## src/rtl/srcg_pkg.sv

```systemverilog
// Package: shared types for the soft-reset / clock-gate controller.
// Assumes the write operation code is two bits wide.
package srcg_pkg;

    // Write operation applied to the control word.
    typedef enum logic [1:0] {
        OP_WRITE = 2'd0,
        OP_SET   = 2'd1,
        OP_CLEAR = 2'd2,
        OP_NONE  = 2'd3
    } wr_op_e;

    // The two architected control bits.
    typedef struct packed {
        logic hold;   // peripheral held in reset
        logic gate;   // peripheral clock stopped
    } ctl_bits_t;

endpackage

```

## src/rtl/srcg_wr_decode.sv

```systemverilog
// Module: srcg_wr_decode
// Turns a software write (plain, set or clear) into the requested next value
// of the control bits. It does not apply the gate-clear rule or the hardware
// gate set; srcg_ctl_state does that. Purely combinational.
// Assumes HOLD_BIT and GATE_BIT are distinct positions below DATA_W.
module srcg_wr_decode
    import srcg_pkg::*;
#(
    parameter int DATA_W   = 32,
    parameter int HOLD_BIT = 31,
    parameter int GATE_BIT = 30
) (
    input  logic              wr_en,
    input  logic [1:0]        wr_op,
    input  logic [DATA_W-1:0] wr_data,
    input  ctl_bits_t         cur,
    output ctl_bits_t         sw_next
);

    wr_op_e op;
    logic   hold_sel;
    logic   gate_sel;
    logic   unused_data;

    assign op          = wr_op_e'(wr_op);
    assign hold_sel    = wr_data[HOLD_BIT];
    assign gate_sel    = wr_data[GATE_BIT];
    assign unused_data = ^wr_data;

    // Compute the software-requested control bits for this cycle.
    always_comb begin
        sw_next = cur;
        if (wr_en) begin
            unique case (op)
                OP_WRITE: begin
                    sw_next.hold = hold_sel;
                    sw_next.gate = gate_sel;
                end
                OP_SET: begin
                    if (hold_sel) sw_next.hold = 1'b1;
                    if (gate_sel) sw_next.gate = 1'b1;
                end
                OP_CLEAR: begin
                    if (hold_sel) sw_next.hold = 1'b0;
                    if (gate_sel) sw_next.gate = 1'b0;
                end
                default: sw_next = cur;
            endcase
        end
    end

endmodule

```

## src/rtl/srcg_gate_timer.sv

```systemverilog
// Module: srcg_gate_timer
// Counts the clock cycles spent in reset-hold while the clock is still running.
// It pulses fire in the cycle before the gate bit must rise, so the gate is
// set GATE_DELAY edges after the edge that raised hold.
// Assumes GATE_DELAY >= 1.
module srcg_gate_timer #(
    parameter int GATE_DELAY = 4
) (
    input  logic clk,
    input  logic rst_n,
    input  logic hold,
    input  logic gate,
    output logic fire
);

    localparam int CNT_W = (GATE_DELAY > 1) ? $clog2(GATE_DELAY) : 1;
    localparam logic [CNT_W-1:0] LAST = CNT_W'(GATE_DELAY - 1);

    logic [CNT_W-1:0] cnt_q;

    assign fire = hold && !gate && (cnt_q == LAST);

    // Advance the delay count while in reset with the clock running; restart it when hold is low.
    always_ff @(posedge clk) begin
        if (!rst_n || !hold) begin
            cnt_q <= '0;
        end else if (!gate && (cnt_q != LAST)) begin
            cnt_q <= cnt_q + 1'b1;
        end
    end

    // the count never passes the programmed delay
    a_r4_cnt_bound: assert property (@(posedge clk) disable iff (!rst_n)
        cnt_q <= LAST);

    // dropping hold restarts the count from zero
    a_r11_cnt_restart: assert property (@(posedge clk) disable iff (!rst_n)
        !hold |=> (cnt_q == '0));

endmodule

```

## src/rtl/srcg_ctl_state.sv

```systemverilog
// Module: srcg_ctl_state
// Holds the two control bits. It applies the software request, the rule
// that the gate cannot be cleared while reset-hold is high, and the
// hardware gate set from the timer.
// Assumes sw_next already reflects this cycle's write (if any).
module srcg_ctl_state
    import srcg_pkg::*;
(
    input  logic      clk,
    input  logic      rst_n,
    input  ctl_bits_t sw_next,
    input  logic      fire,
    output ctl_bits_t ctl_q
);

    ctl_bits_t ctl_d;

    // Merge the software request with the gate-hold rule and the hardware set.
    always_comb begin
        ctl_d.hold = sw_next.hold;
        ctl_d.gate = sw_next.gate | fire | (ctl_q.hold & ctl_q.gate);
    end

    // Register the control bits; reset leaves the peripheral in reset and gated.
    always_ff @(posedge clk) begin
        if (!rst_n) begin
            ctl_q <= '{hold: 1'b1, gate: 1'b1};
        end else begin
            ctl_q <= ctl_d;
        end
    end

    // a gate that is set while in reset stays set through the next edge
    a_r5_gate_kept: assert property (@(posedge clk) disable iff (!rst_n)
        (ctl_q.hold && ctl_q.gate) |=> ctl_q.gate);

    // the timer only fires while hold is high and the gate is still open
    a_r4_fire_sets: assert property (@(posedge clk) disable iff (!rst_n)
        fire |=> ctl_q.gate);

endmodule

```

## src/rtl/softrst_clkgate_ctrl.sv

```systemverilog
// Module: softrst_clkgate_ctrl (top)
// Control word for one peripheral's soft reset and clock gate. Writes take
// effect one edge after wr_en. The gate bit rises by itself GATE_DELAY edges
// after reset-hold goes high.
// Assumes one write per cycle and an external clock-gating cell driven by clk_en.
module softrst_clkgate_ctrl
    import srcg_pkg::*;
#(
    parameter int DATA_W     = 32,
    parameter int HOLD_BIT   = 31,
    parameter int GATE_BIT   = 30,
    parameter int GATE_DELAY = 4
) (
    input  logic              clk,
    input  logic              rst_n,
    input  logic              wr_en,
    input  logic [1:0]        wr_op,
    input  logic [DATA_W-1:0] wr_data,
    output logic [DATA_W-1:0] rd_data,
    output logic              periph_rst,
    output logic              clk_en
);

    ctl_bits_t sw_next;
    ctl_bits_t ctl_q;
    logic      fire;

    srcg_wr_decode #(
        .DATA_W  (DATA_W),
        .HOLD_BIT(HOLD_BIT),
        .GATE_BIT(GATE_BIT)
    ) u_decode (
        .wr_en  (wr_en),
        .wr_op  (wr_op),
        .wr_data(wr_data),
        .cur    (ctl_q),
        .sw_next(sw_next)
    );

    srcg_gate_timer #(
        .GATE_DELAY(GATE_DELAY)
    ) u_timer (
        .clk  (clk),
        .rst_n(rst_n),
        .hold (ctl_q.hold),
        .gate (ctl_q.gate),
        .fire (fire)
    );

    srcg_ctl_state u_state (
        .clk    (clk),
        .rst_n  (rst_n),
        .sw_next(sw_next),
        .fire   (fire),
        .ctl_q  (ctl_q)
    );

    // Drive the readback word and the two peripheral controls from the state.
    always_comb begin
        rd_data           = '0;
        rd_data[HOLD_BIT] = ctl_q.hold;
        rd_data[GATE_BIT] = ctl_q.gate;
        periph_rst        = ctl_q.hold;
        clk_en            = ~ctl_q.gate;
    end

    // the reset output and clock enable agree with the readback
    a_r7_outputs: assert property (@(posedge clk) disable iff (!rst_n)
        (periph_rst == rd_data[HOLD_BIT]) && (clk_en != rd_data[GATE_BIT]));

    // the reserved op leaves reset-hold untouched
    a_r8_reserved: assert property (@(posedge clk) disable iff (!rst_n)
        (wr_en && (wr_op == 2'd3)) |=> $stable(periph_rst));

    // out of reset and with no write, the gate never changes
    a_r10_gate_quiet: assert property (@(posedge clk) disable iff (!rst_n)
        (!periph_rst && !wr_en) |=> $stable(clk_en));

    // one edge after reset, the peripheral is in reset and gated
    a_r1_reset_state: assert property (@(posedge clk)
        !rst_n |=> (periph_rst && !clk_en));

endmodule

```

## config.mk

```make
export PLATFORM = sky130hd
export DESIGN_NAME = softrst_clkgate_ctrl
export DESIGN_NICKNAME = d
export VERILOG_FILES = /design/src/rtl/srcg_pkg.sv /design/src/rtl/srcg_wr_decode.sv /design/src/rtl/srcg_gate_timer.sv /design/src/rtl/srcg_ctl_state.sv /design/src/rtl/softrst_clkgate_ctrl.sv
export SDC_FILE = /design/constraint.sdc
export NUM_CORES = 1
export LEC_CHECK = 0
export ABC_AREA = 0
export BUFFER_PORTS_ARGS = -buffer_cell sky130_fd_sc_hd__buf_2
export CAP_MARGIN = 0
export CORE_MARGIN = 5
export CORE_UTILIZATION = 30
export CTS_BUF_LIST = sky130_fd_sc_hd__clkbuf_8
export CTS_CLUSTER_SIZE = 12
export DETAILED_ROUTE_END_ITERATION = 16
export GPL_TIMING_DRIVEN = 0
export PLACE_DENSITY_LB_ADDON = 0.12
export SLEW_MARGIN = 40
export SYNTH_ARGS = -nofsm -noshare
export SYNTH_HDL_FRONTEND = slang
export SYNTH_SLANG_ARGS = --single-unit
```

## constraint.sdc

```tcl
create_clock -name clk -period 1.9 [get_ports clk]
set_clock_uncertainty 0.2 [all_clocks]
set_input_delay 0.095 -clock clk [delete_from_list [all_inputs] [get_ports clk]]
set_output_delay 0.095 -clock clk [all_outputs]
set_load 0.05 [all_outputs]
```

==> impl_metrics.json <==
{
  "syn_area_um2": 435,
  "final_nets": 142,
  "die_y_um": 48.1,
  "outcome": "complete, no violations",
  "ys_seq_area_share_pct": 18.4,
  "synth_edf_count": 0,
  "hold_viol": 0,
  "drive_above_1_share_pct": 45.1,
  "place.gp.congestion": 0.686,
  "crit_arrival_ns": 1.36,
  "cp-end-kind": "register",
  "vdd_drop_max_mv": 0.241,
  "grtUsageTotal_pct": 7.96,
  "hold_class": "in -> reg",
  "start_util_pct": 32.6,
  "dr.max_layer_used": "met4",
  "met2WireLength_um": 483,
  "fin_hold_ws_ns": 0.0330,
  "routedWlPerCell_um": 7.39,
  "port_buffers": 10,
  "start_kind": "input port",
  "leakagePower_nw": 0.421,
  "drt_iter0_drc": 1,
  "combPwrFrac_pct": 45.5,
  "criticalPathCategory": "in -> reg",
  "internal_power_uw": 281,
  "finalSetupViolCount": 0,
  "finalSetupTns_ns": 0,
  "critPathBufInv": 3,
  "ys_warn_count": 0,
  "hold_buffers": 3,
  "dp_cells": 111,
  "period_needed_ns": 1.47,
  "grt_pass1_vias": 312,
  "antenna_found_initial": 0,
  "p_per_area_nw_per_um2": 702,
  "vias": 380,
  "max_cap_violations": 0,
  "grt_first_pass_wirelength_mm": 1.20,
  "setup_ws_ns": 0.429,
  "ys_types": 15,
  "antenna_left": 0,
  "ys_ff_latch": 4,
  "cp_top_family": "buffers and inverters",
  "fp-row-count": 13,
  "clock_path_buffers": 2,
  "grt_max_degree": 7,
  "cp.required_ns": 1.79,
  "grt_overflow": 0,
  "critical_path.cell_chain": "dlygate4sd3_1, buf_2, nand3_1, dlygate4sd3_1",
  "die_area_um2": 2310,
  "max_clock_freq_mhz": 680,
  "drc": 0,
  "nFillCells": 151,
  "die_w_um": 48.1,
  "finalCritPeriodShare_pct": 77.4,
  "yosysTopAreaCellShare_pct": 55.2,
  "drt_pre_antenna_iters": 2,
  "synthTopCellsByCount": "buf_4, dfxtp_1, nand2_1, o21ai_0, nor2b_1",
  "critical_path.max_fanout": 3,
  "yosys-top-cells-area": "buf_4, dfxtp_1, o21ai_0, nor2b_1, nand2_1",
  "yosysMostFrequentCell": "buf_4",
  "clk_pin_slew_ns": 0.03,
  "power.share.sequential_pct": 18.4,
  "stdcell_count": 117,
  "post-place-ws_ns": 0.745,
  "wl_um": 865,
  "viasPerCell": 3.25,
  "swShare_pct": 41.6,
  "slowest_stage": "dlygate4sd3_1",
  "num_antenna_cells": 0,
  "fp.coreArea_um2": 1330,
  "cts_tree": "built",
  "worstSkewPairLatency_ns": 0.21,
  "cp_common_cell": "dlygate4sd3_1",
  "syn_to_final_growth_pct": 57.2,
  "slew_violations": 0,
  "wl_met3_um": 98,
  "yosysTopAreaCell": "buf_4",
  "synthArstFlopShare_pct": 0,
  "m1WireLength_um": 258,
  "clock_sinks": 4,
  "numCtsBuffers": 3,
  "cts_setup_buffers": 0,
  "htreeDepth": 1,
  "io_pins": 71,
  "p_clk_share_pct": 36.1,
  "cts_resized": 0,
  "synthFlopType": "dfxtp_1",
  "avgSynthCellArea_um2": 7.64,
  "cpPeakStageDelay_ns": 0.56,
  "p_sw_uw": 200,
  "rsz0062_at_grt": "no",
  "syn_inst": 57,
  "cts_root_buffer": "clkbuf_8"
}
-- cells in the final DEF, fill, tap and decap left out, drive strengths merged --
cell type,Yosys,routed
conb,1,30
o21ai,4,4
nor2,2,2
dfxtp,4,4
dlygate4sd3,0,3
nand4,1,1
xnor2,1,1
nand2,4,4
a21oi,1,1
nor2b,3,3
clkbuf,0,3
nand2b,1,1
ha,1,1
buf,32,42
inv,1,1
nand3,1,1
-- layout make-up --
class	count	area (um2)	area share, %
Timing Repair Buffer	13	80.1	11.7
Tap cell	15	18.8	2.74
Multi-Input combinational cell	49	220	32.2
Inverter	1	3.75	0.548
Sequential cell	4	80.1	11.7
Buffer	32	240	35.1
Clock buffer	3	41.3	6.03
-- stage by stage --
stage	utilization, %	power [mW]	cell area [um2]
after floorplan	-	0.288	544
after CTS	51.3	0.482	684
after global routing	51.3	0.506	684
after detailed placement	46.0	0.300	613
after global placement	46.0	0.299	613
final	51.3	0.481	684
-- sequential cells by signal, summed over array words and instances, names as in the netlist --
signal and count:
u_state.ctl_q 2, u_timer.cnt_q 2
-- power by group through the flow --
stage | clock network, mW | registers, mW | logic (mW)
2_1_floorplan | 0 | 0.0939 | 0.194
3_3_place_gp | 0 | 0.0897 | 0.210
3_5_place_dp | 0 | 0.0897 | 0.210
4_1_cts | 0.178 | 0.0885 | 0.215
5_1_grt | 0.187 | 0.0887 | 0.230
6_report | 0.173 | 0.0886 | 0.219
-- final timing paths --
check                        start                to  slack (ns)  depth (start not counted)
hold / removal            wr_op[1]  u_state.ctl_q[0]        0.03                          4
setup / recovery             rst_n  u_state.ctl_q[1]        0.43                          4
hold reg to reg   u_timer.cnt_q[1]  u_timer.cnt_q[1]        0.28                          2
setup reg to reg  u_state.ctl_q[1]  u_state.ctl_q[1]        0.51                          3
-- worst min-delay path, cell delays in order --
cell,delay (ns)
buf_2,0.09
nor2b_1,0.05
nand2_1,0.06
nand4_1,0.08
-- kinds of logic (layout without fill, tap and decap cells) --
family                     Yosys count  in the layout  synth area share [%]
DFF                                  4              4                  18.4
buffers and inverters               33             49                  56.0
AOI/OAI and AO/OA                    5              5                  5.75
and+or+nand+nor                     12             12                  14.1
xor gates and xnor gates             1              1                  2.01
adders and majority gates            1              1                  2.87
other                                1             30                 0.861
-- per-layer routing --
metal | vias up | GRT usage (%)
met5 | - | 0
met4 | 0 | 8.06
met3 | 2 | 2.21
met2 | 20 | 14.0
met1 | 152 | 7.03
li1 | 206 | -
No activity file was read; power rests on OpenSTA's default activity.
